File: src/rtl/eaddr_pkg.sv
package eaddr_pkg;
    localparam int unsigned EA_W    = 32;
    localparam int unsigned SHORT_W = 8;
    localparam int unsigned SCALE_W = 2;

    typedef struct packed {
        logic            valid;
        logic            is_lea;
        logic            mem_rd;
        logic [EA_W-1:0] addr;
    } ea_state_t;
endpackage

File: src/rtl/eaddr_disp_ext.sv
module eaddr_disp_ext #(
    parameter int unsigned W       = 32,
    parameter int unsigned SHORT_W = 8
) (
    input  logic [W-1:0] disp_raw,
    input  logic         use_short,
    input  logic         disp_on,
    output logic [W-1:0] disp_term
);
    localparam int unsigned EXT_W = W - SHORT_W;

    always_comb begin
        if (!disp_on) begin
            disp_term = '0;
        end else if (use_short) begin
            disp_term = {{EXT_W{disp_raw[SHORT_W-1]}}, disp_raw[SHORT_W-1:0]};
        end else begin
            disp_term = disp_raw;
        end
    end
endmodule

File: src/rtl/eaddr_idx_scale.sv
module eaddr_idx_scale #(
    parameter int unsigned W    = 32,
    parameter int unsigned SC_W = 2
) (
    input  logic [W-1:0]    idx_raw,
    input  logic            idx_on,
    input  logic [SC_W-1:0] scale_sel,
    output logic [W-1:0]    idx_term
);
    localparam int unsigned N_SCALES = 1 << SC_W;

    logic [W-1:0] shifted [N_SCALES];

    for (genvar g = 0; g < N_SCALES; g++) begin : g_shift
        assign shifted[g] = idx_raw << g;
    end

    assign idx_term = idx_on ? shifted[scale_sel] : '0;
endmodule

File: src/rtl/eaddr_unit.sv
module eaddr_unit
    import eaddr_pkg::*;
(
    input  logic                clk,
    input  logic                rst_n,
    input  logic                in_valid,
    input  logic                lea_req,
    input  logic                base_en,
    input  logic [EA_W-1:0]     base_val,
    input  logic                idx_en,
    input  logic [EA_W-1:0]     idx_val,
    input  logic [SCALE_W-1:0]  scale_code,
    input  logic                disp_en,
    input  logic                disp_short,
    input  logic [EA_W-1:0]     disp_val,
    output logic                out_valid,
    output logic [EA_W-1:0]     out_addr,
    output logic                out_is_lea,
    output logic                out_mem_rd
);
    logic [EA_W-1:0] base_term;
    logic [EA_W-1:0] idx_term;
    logic [EA_W-1:0] disp_term;
    ea_state_t       st_d;
    ea_state_t       st_q;

    eaddr_idx_scale #(.W(EA_W), .SC_W(SCALE_W)) idx_scale_i (
        .idx_raw   (idx_val),
        .idx_on    (idx_en),
        .scale_sel (scale_code),
        .idx_term  (idx_term)
    );

    eaddr_disp_ext #(.W(EA_W), .SHORT_W(SHORT_W)) disp_ext_i (
        .disp_raw  (disp_val),
        .use_short (disp_short),
        .disp_on   (disp_en),
        .disp_term (disp_term)
    );

    assign base_term = base_en ? base_val : '0;

    always_comb begin
        st_d        = st_q;
        st_d.valid  = in_valid;
        st_d.is_lea = in_valid & lea_req;
        st_d.mem_rd = in_valid & ~lea_req;
        if (in_valid) begin
            st_d.addr = base_term + idx_term + disp_term;
        end
    end

    always_ff @(posedge clk) begin
        if (!rst_n) begin
            st_q <= '0;
        end else begin
            st_q <= st_d;
        end
    end

    assign out_valid  = st_q.valid;
    assign out_addr   = st_q.addr;
    assign out_is_lea = st_q.is_lea;
    assign out_mem_rd = st_q.mem_rd;

    a_r2_valid_follows: assert property (@(posedge clk) disable iff (!rst_n)
        in_valid |=> out_valid);
    a_r2_idle_follows: assert property (@(posedge clk) disable iff (!rst_n)
        !in_valid |=> !out_valid);
    a_r9_lea_no_read: assert property (@(posedge clk) disable iff (!rst_n)
        (in_valid && lea_req) |=> (out_is_lea && !out_mem_rd));
    a_r9_mem_read: assert property (@(posedge clk) disable iff (!rst_n)
        (in_valid && !lea_req) |=> (out_mem_rd && !out_is_lea));
    a_r10_addr_hold: assert property (@(posedge clk) disable iff (!rst_n)
        !in_valid |=> $stable(out_addr));
    a_r6_all_terms_off: assert property (@(posedge clk) disable iff (!rst_n)
        (in_valid && !base_en && !idx_en && !disp_en) |=> (out_addr == '0));
    a_r5_scale_eight: assert property (@(posedge clk) disable iff (!rst_n)
        (in_valid && !base_en && idx_en && !disp_en && scale_code == 2'd3)
        |=> (out_addr == ($past(idx_val) << 3)));
endmodule

File: config.mk
export PLATFORM = sky130hd
export DESIGN_NAME = eaddr_unit
export DESIGN_NICKNAME = d
export VERILOG_FILES = /design/src/rtl/eaddr_pkg.sv /design/src/rtl/eaddr_disp_ext.sv /design/src/rtl/eaddr_idx_scale.sv /design/src/rtl/eaddr_unit.sv
export SDC_FILE = /design/constraint.sdc
export NUM_CORES = 1
export LEC_CHECK = 0
export BUFFER_PORTS_ARGS = -buffer_cell sky130_fd_sc_hd__buf_2
export CORE_MARGIN = 2
export CORE_UTILIZATION = 58
export CTS_BUF_LIST = sky130_fd_sc_hd__clkbuf_8 sky130_fd_sc_hd__clkbuf_16
export CTS_CLUSTER_SIZE = 24
export DETAILED_ROUTE_END_ITERATION = 7
export HOLD_SLACK_MARGIN = 0.02
export PLACE_DENSITY = 0.91
export RECOVER_POWER = 50
export SYNTH_ARGS = -nofsm -noshare
export SYNTH_HDL_FRONTEND = slang
export SYNTH_HIERARCHICAL = 1
export SYNTH_SLANG_ARGS = --single-unit
export TNS_END_PERCENT = 10
File: constraint.sdc
create_clock -name clk -period 8.3 [get_ports clk]
set_clock_uncertainty 0.1 [all_clocks]
set_input_delay 1.66 -clock clk [delete_from_list [all_inputs] [get_ports clk]]
set_output_delay 1.66 -clock clk [all_outputs]
set_load 0.1 [all_outputs]
==> qor.csv, run 1 <==
metric;value;unit
hold_slack;0.356;ns
finalPower;922;uW
finalCritPeriodShare;68.0;%
synthMuxAreaShare;10.6;%
maxSlewViolCount;46;
cts_tree;done;
rows;33;
failed_checks;capacitance limit, slew limit;
drive_above_1_share;19.5;%
yosys.area_share.simple;19.4;%
grt_antenna_before_repair;0;
synthCells;550;
synth-edff-count;0;
async_reset_ff_share;0;%
final_cells;773;
dpl_cell_area;5420;sq um
hold_buffers;0;
cp.arrival;5.71;ns
track_usage;26.7;%
hold_class;reg2reg;
gp_congestion;0.977;
hold_start;out_addr[27];
insertion_delay;0.28;ns
vias;4516;
grt_max_degree;46;
synthesis.nets;718;
hold_viol_final;0;
core_area;8090;sq um
cp_max_fo;34;
synth_top_family_by_area;compound AO/OA/AOI/OAI gates;
hpwl;9.98;mm
rsz0062_at_grt;false;
cts_setup_buffers;0;
drt-initial-drc-count;316;
cts_root_buf;clkbuf_8;
syn-mean-instance-area;8.66;sq um
setup_violations;0;
start_kind;input port;
die_w;94.6;um
crit_required;8.37;ns
cap_violations;1;
io_pins;141;
die_h;94.6;um
fmax;0.177;GHz
syn_to_final_growth;14.5;%
postRouteAntennaNets;0;
worst_pin_slew;2.07;ns
max-slew-margin-rel;-37.7;%
synth_xor_area_share;4.96;%
fin_tns_setup;0;ns
vias_per_cell;5.84;
syn_area;4760;sq um
synth_compound_area_share;24.1;%
grt_pass1_vias;4223;
synth_cell_types;54;
finish.instance_area;5460;sq um
cts.sinks;35;
leakagePower;0.00257;uW
initial_core_util;58.9;%
status;finished, violations left;
critPathKind;in2reg;
synth_warnings;6;
worstSetupStartpoint;scale_code[0];
critPathCaptureType;flip-flop;
globalRouteOverflowTotal;0;
path_clk_slew;0.07;ns
finalNetCount;835;
r2r-start;out_addr[31];
wl;12.0;mm
firstDrtPassIters;5;
route.detailed.drc;0;
dominantRegCellSynth;dfxtp_1;
cts.path.max_buffers;2;
die_area;8960;sq um
dp_cells;765;
numPortBuffers;140;
yosysSeqAreaShare;14.7;%
htreeDepth;2;
synthAdderAreaFrac;21.3;%
num_antenna_cells;0;
synth-seq-cells;35;
ctsResizeCount;0;
wl_per_cell;15.6;um
vdd_drop_max;0.0688;mV
grt_pass1_wl;19.4;mm
p_per_area;169;nW/um^2
numCtsBuffers;5;
final.min_clock_period;5.64;ns
per-stage QoR:
stage                     utilization [%]  worst slack [ns]
after CTS                            67.9              2.74
after global routing                 67.4              2.44
after floorplan                         -              3.26
after global placement               66.9              2.60
after detailed placement             66.9              2.42
final                                67.4              2.66
flip-flops by register name, summed over array words and instances (netlist names):
register and flops:
out_mem_rd 1, out_addr 32, out_valid 1, out_is_lea 1
cells in the mapped netlist (all sizes together) (3+ instances only):
cell / n / share of area, %
and2: 40 / 5.3
a21oi: 30 / 3.5
fa: 32 / 13
o211a: 4 / 0.84
a21o: 12 / 1.9
a21boi: 24 / 3.8
dfxtp: 35 / 15
mux2i: 48 / 10
nor2: 18 / 1.5
nand2b: 25 / 3.3
o21ai: 23 / 2.6
nand4: 8 / 1.1
o211ai: 11 / 1.8
o22ai: 29 / 3.8
buf: 13 / 2.4
nand2: 34 / 2.7
xnor2: 15 / 2.8
nand3b: 10 / 1.6
ha: 30 / 7.9
xor2: 12 / 2.2
o21bai: 8 / 1.3
nand3: 3 / 0.32
a211oi: 6 / 1.3
nor3: 4 / 0.42
o21a: 4 / 0.63
clkbuf: 17 / 1.3
nor2b: 19 / 2.5
inv: 16 / 1.3
a31oi: 6 / 0.92
critical path: stages:
cell	delay [ns]
buf_2	0.66
mux2i_1	0.22
nor2_1	0.12
inv_1	0.08
fa_1	0.54
inv_1	0.05
ha_1	0.21
fa_1	0.47
a211oi_2	0.30
nor2_2	0.11
o211ai_2	0.23
o21ai_2	0.10
a221oi_2	0.33
o221ai_2	0.18
a211oi_1	0.36
a211oi_2	0.08
cells in the final DEF, fill, tap and decap left out, types with 10 or more instances in the layout:
cell type  count
clkbuf_1      34
a21boi_1      20
nor2b_1       19
nand2b_1      25
ha_1          30
inv_1         18
xor2_1        12
and2_1        40
o22ai_1       29
nand2_1       33
fa_1          32
nor2_1        17
a21o_1        12
dfxtp_1       35
mux2i_1       48
a21oi_1       27
nand3b_1      10
o211ai_1      10
xnor2_1       15
buf_2        106
o21ai_0       15
final timing paths:
check	endpoint	cells after the start	slack, ns
worst max-delay path	out_addr[31]	16	2.66
worst min-delay path	out_addr[27]	2	0.36
worst max register to register	out_addr[31]	3	7.36
worst min register to register	out_addr[27]	2	0.36
cells by family after synthesis:
logic type,count (synthesis)
AO/OA/AOI/OAI,164
XOR/XNOR,27
adder cells (fa/ha/maj),62
buffers and inverters,46
flip-flops,35
multiplexers,50
AND/OR/NAND/NOR,166
where the power goes:
part / leakage (uW) / internal (uW) / switching, uW
registers: 0.000289 / 193 / 13.1
clock network: 0.0000505 / 56.3 / 56.9
logic: 0.00223 / 181 / 422
layout make-up:
type,instances,area [sq um]
Multi-Input combinational cell,469,3820
Clock inverter,3,12.5
Clock buffer,5,68.8
Fill cell,698,2640
Sequential cell,35,701
Timing Repair Buffer,140,658
Inverter,16,60.1
Tap cell,105,131
routing by layer:
metal	track usage [%]	part of all wire [%]	routed length (um)	vias to the layer above
met5	0	0	0	-
met4	7.00	1.5	178	0
met3	2.00	6.2	752	14
met2	43.8	47	5620	187
met1	38.0	46	5490	2110
li1	-	-	-	2205
No activity file was read; power rests on OpenSTA's default activity.
==> inputs of run 2 (changes only) <==
- CORE_UTILIZATION: 58 -> 54
- PLACE_DENSITY: 0.91 -> 0.86
- clock period: 8.3 -> 5.55 ns (I/O delays scaled with it)
==> qor.csv, run 2 (synthesized netlist as in run 1, its figures left out) <==
metric;value;unit
track_usage;25.3;%
netSwitchingFraction;53.4;%
cp_cell_sequence;buf_2, buf_4, mux2i_1, o22ai_1, fa_1, ha_1, a21oi_4, o21ai_2, a211oi_2, o21bai_1, a221oi_2, o221ai_2, a211oi_1, a211oi_2;
syn_to_final_growth;15.5;%
fmax;0.221;GHz
ff2ff_path_depth;3;
finalCritPeriodShare;81.6;%
hold_buffers;0;
hold_viol_final;0;
path_clk_slew;0.08;ns
critPathSlowestCell;fa_1;
power.share.clock;13.0;%
rsz0062_at_grt;false;
numCtsBuffers;5;
firstDrtPassIters;5;
grt_max_degree;46;
cap_violations;1;
drive_above_1_share;20.4;%
netSwitchingPower;743;uW
numPortBuffers;140;
min_to;out_addr[30];
io_pins;141;
finalNetCount;840;
worst_pin_slew;2.05;ns
cts_setup_buffers;0;
cts_tree;done;
start_kind;input port;
cts_root_buf;clkbuf_8;
status;finished, violations left;
die_area;9590;sq um
vdd_drop_max;0.109;mV
hpwl;10.2;mm
insertion_delay;0.28;ns
max-slew-margin-rel;-36.4;%
final_util;63.7;%
drt-initial-drc-count;372;
failed_checks;capacitance limit, slew limit;
postRouteAntennaNets;0;
grt_pass1_wl;20.4;mm
cp_max_fo;33;
pwr-share-seq;22.1;%
initial_core_util;55.2;%
final_cell_mix;buf_2 (106), mux2i_1 (48), and2_1 (40);
fin_tns_setup;0;ns
reg2reg_slack;4.65;ns
gp_congestion;0.911;
cp.arrival;4.61;ns
wl_per_cell;15.9;um
critPathCaptureType;flip-flop;
critPathKind;in2reg;
largest_reg_flops;32;
leakagePower;0.00259;uW
hold_class;reg2reg;
die_h;97.9;um
r2r_end;out_addr[31];
cts.path.max_buffers;2;
wl;12.4;mm
htreeDepth;2;
die_w;97.9;um
intPower;649;uW
combPwrFrac;64.8;%
crit_top_cell;a211oi_2;
vias_per_cell;5.79;
maxSlewViolCount;46;
r2r-start;out_addr[31];
vias;4519;
globalRouteOverflowTotal;0;
crit_required;5.63;ns
max_stage_delay;0.50;ns
worstHoldPathCells;2;
grt_antenna_before_repair;0;
core_area;8640;sq um
critPathBufInv;2;
ctsResizeCount;0;
num_antenna_cells;0;
rows;34;
p_per_area;253;nW/um^2
path_delay_family;compound AO/OA/AOI/OAI gates;
final.min_clock_period;4.53;ns
cts.sinks;35;
grt_pass1_vias;4374;
route.detailed.drc;0;
final_common_cell;buf_2;
setup_violations;0;
hold_start;out_addr[30];
[run 2: cell types whose count changed in the layout (fill, tap and decap cells not counted), sizes merged]
cell and delta:
buf +5, clkinvlp +2, inv -2
[run 2: area by class of cell]
| type | instances | area [sq um] |
|---|---|---|
| Tap cell | 108 | 135 |
| Sequential cell | 35 | 701 |
| Timing Repair Buffer | 145 | 696 |
| Clock inverter | 3 | 20.0 |
| Multi-Input combinational cell | 469 | 3820 |
| Clock buffer | 5 | 68.8 |
| Inverter | 16 | 60.1 |
| Fill cell | 753 | 3130 |
[run 2: per-stage QoR]
stage	total power [uW]	hold slack (ns)	instance area (sq um)	std cells	setup slack [ns]
floorplan	1030	0.768	4760	550	1.06
detailed placement	1210	0.344	5460	773	0.741
global placement	1190	0.337	5460	773	0.846
CTS	1400	0.356	5550	781	1.04
finish	1390	0.357	5510	781	1.02
global route	1480	0.376	5510	781	0.757
[run 2: worst max path at each step]
stage	startpoint	end	slack (ns)	cells past startpoint
floorplan	scale_code[0]	out_addr[31]	1.06	17
global placement	scale_code[0]	out_addr[31]	0.85	14
detailed placement	scale_code[0]	out_addr[31]	0.74	14
CTS	scale_code[0]	out_addr[31]	1.04	14
global route	scale_code[0]	out_addr[31]	0.76	14
finish	scale_code[0]	out_addr[31]	1.02	14
[run 2: power by group through the flow]
stage	clock, uW	combinational, uW	sequential [uW]
final	181	902	308
after global routing	198	967	313
after detailed placement	0	899	313
after floorplan	0	451	577
after CTS	188	903	307
after global placement	0	880	311
[run 2: worst register-to-register path, cell delays in order, from the launching register on]
cell and delay [ns]:
dfxtp_1 0.32, mux2_2 0.25, nand2_1 0.08, a211oi_2 0.04
[run 2: layer usage]
layer / track usage, % / vias up / share of wire [%] / wire (um)
li1: - / 2217 / - / -
met1: 37.2 / 2095 / 48 / 5950
met2: 41.0 / 192 / 45 / 5540
met3: 2.15 / 15 / 5.9 / 728
met4: 5.34 / 0 / 1.3 / 161
met5: 0 / - / 0 / 0
==> inputs of run 3 (changes only) <==
- clock period: 5.55 -> 4.5 ns (I/O delays scaled with it)
==> qor.csv, run 3 (synthesized netlist as in run 1, its figures left out) <==
metric;value;unit
max-slew-margin-rel;20.4;%
place_ws;0.00689;ns
grt_antenna_before_repair;0;
cts.sinks;35;
cts_root_buf;clkbuf_8;
crit_top_cell;a21oi_1;
largest_reg_flops;32;
route.detailed.drc;0;
hpwl;10.4;mm
dp_cells;781;
crit_required;4.53;ns
vdd_drop_max;0.159;mV
start_kind;input port;
drive_above_1_share;21.4;%
final_util;64.8;%
syn_to_final_growth;17.5;%
core_area;8640;sq um
critPathBufInv;3;
numPortBuffers;140;
final.min_clock_period;4.20;ns
nFillCells;748;
die_area;9590;sq um
finalCritPeriodShare;93.4;%
cp.arrival;4.23;ns
status;finished clean;
cp_cell_sequence;buf_2, buf_4, buf_6, mux2i_1, o22ai_1, fa_1, ha_1, a21o_1, a21oi_1, o21ai_0, nor3_1, o211ai_1, a31oi_1, xor2_1, a21oi_1;
firstDrtPassIters;5;
cap_violations;0;
drt-initial-drc-count;341;
initial_core_util;55.2;%
rows;34;
gp_congestion;0.919;
leakagePower;0.00265;uW
fmax;0.238;GHz
track_usage;25.1;%
critPathSlowestCell;fa_1;
hold_slack;0.360;ns
grt_pass1_wl;20.4;mm
grt_pass1_vias;4428;
wl_per_cell;15.6;um
globalRouteOverflowTotal;0;
wl;12.3;mm
cp_max_fo;14;
max_stage_delay;0.50;ns
insertion_delay;0.28;ns
cts.path.max_buffers;2;
rsz0062_at_grt;false;
htreeDepth;2;
finalNetCount;848;
io_pins;141;
p_per_area;319;nW/um^2
setup_violations;0;
vias_per_cell;5.73;
vias;4521;
final_cell_mix;buf_2 (107), mux2i_1 (48), and2_1 (40);
numCtsBuffers;5;
final_common_cell;buf_2;
critPathKind;in2reg;
die_w;97.9;um
hold_viol_final;0;
maxSlewViolCount;0;
hold_class;reg2reg;
path_clk_slew;0.07;ns
grt_max_degree;46;
final_cells;789;
postRouteAntennaNets;0;
fin_tns_setup;0;ns
cts_tree;done;
worst_slack;0.299;ns
path_delay_family;compound AO/OA/AOI/OAI gates;
num_antenna_cells;0;
critPathCaptureType;flip-flop;
worst_pin_slew;1.20;ns
hold_buffers;0;
die_h;97.9;um
run 3: cell count changes in the layout (fill, tap and decap cells not counted):
| cell | delta |
|---|---|
| buf_2 | +1 |
| buf_4 | +7 |
| buf_6 | +1 |
| bufinv_16 | +1 |
| clkbuf_1 | -1 |
| clkbuf_8 | +1 |
| clkinvlp_4 | -2 |
run 3: worst register-to-register path: cells and delay by family, from the launching register on:
kind               cells  cell delay (ns)
DFF                    1             0.31
muxes                  1             0.26
and+or+nand+nor        1             0.09
AOI/OAI and AO/OA      1             0.04
run 3: per-stage QoR:
| step | power [uW] | area (sq um) |
|---|---|---|
| 6_report | 1790 | 5600 |
| 4_1_cts | 1800 | 5640 |
| 3_3_place_gp | 1470 | 5520 |
| 3_5_place_dp | 1500 | 5520 |
| 2_1_floorplan | 1270 | 4760 |
| 5_1_grt | 1900 | 5600 |
run 3: path summary, 6_finish.rpt:
check                     start            to  slack, ns  depth (start not counted)
setup / recovery  scale_code[0]  out_addr[28]       0.30                         15
setup reg to reg   out_addr[31]  out_addr[31]       3.58                          3
hold reg to reg    out_addr[26]  out_addr[26]       0.36                          2
hold / removal     out_addr[26]  out_addr[26]       0.36                          2
run 3: what timing repair did:
| item | in CTS | in global routing |
|---|---|---|
| gates resized for setup | 0 | 1 |
| buffers inserted | 0 | 0 |
| setup endpoints to repair | 0 | 1 |
run 3: power breakdown:
group	internal [uW]	switching, uW
Clock	179	111
Combinational	345	774
Sequential	356	23.2
run 3: per-layer routing:
metal	vias to the layer above	track usage, %	routed length [um]
met1	2084	35.5	5770
met3	23	2.72	747
li1	2233	-	-
met4	0	7.91	244
met5	-	0	0
met2	181	40.3	5550
run 3: cell type report:
cell class,count,area (sq um),share of cell area (%)
well taps,108,135,2.41
clock inverters,2,35.0,0.626
repair buffers,153,761,13.6
flip-flops and latches,35,701,12.5
multi-input cells,469,3820,68.3
inverters,16,60.1,1.07
clock buffers,6,82.6,1.47
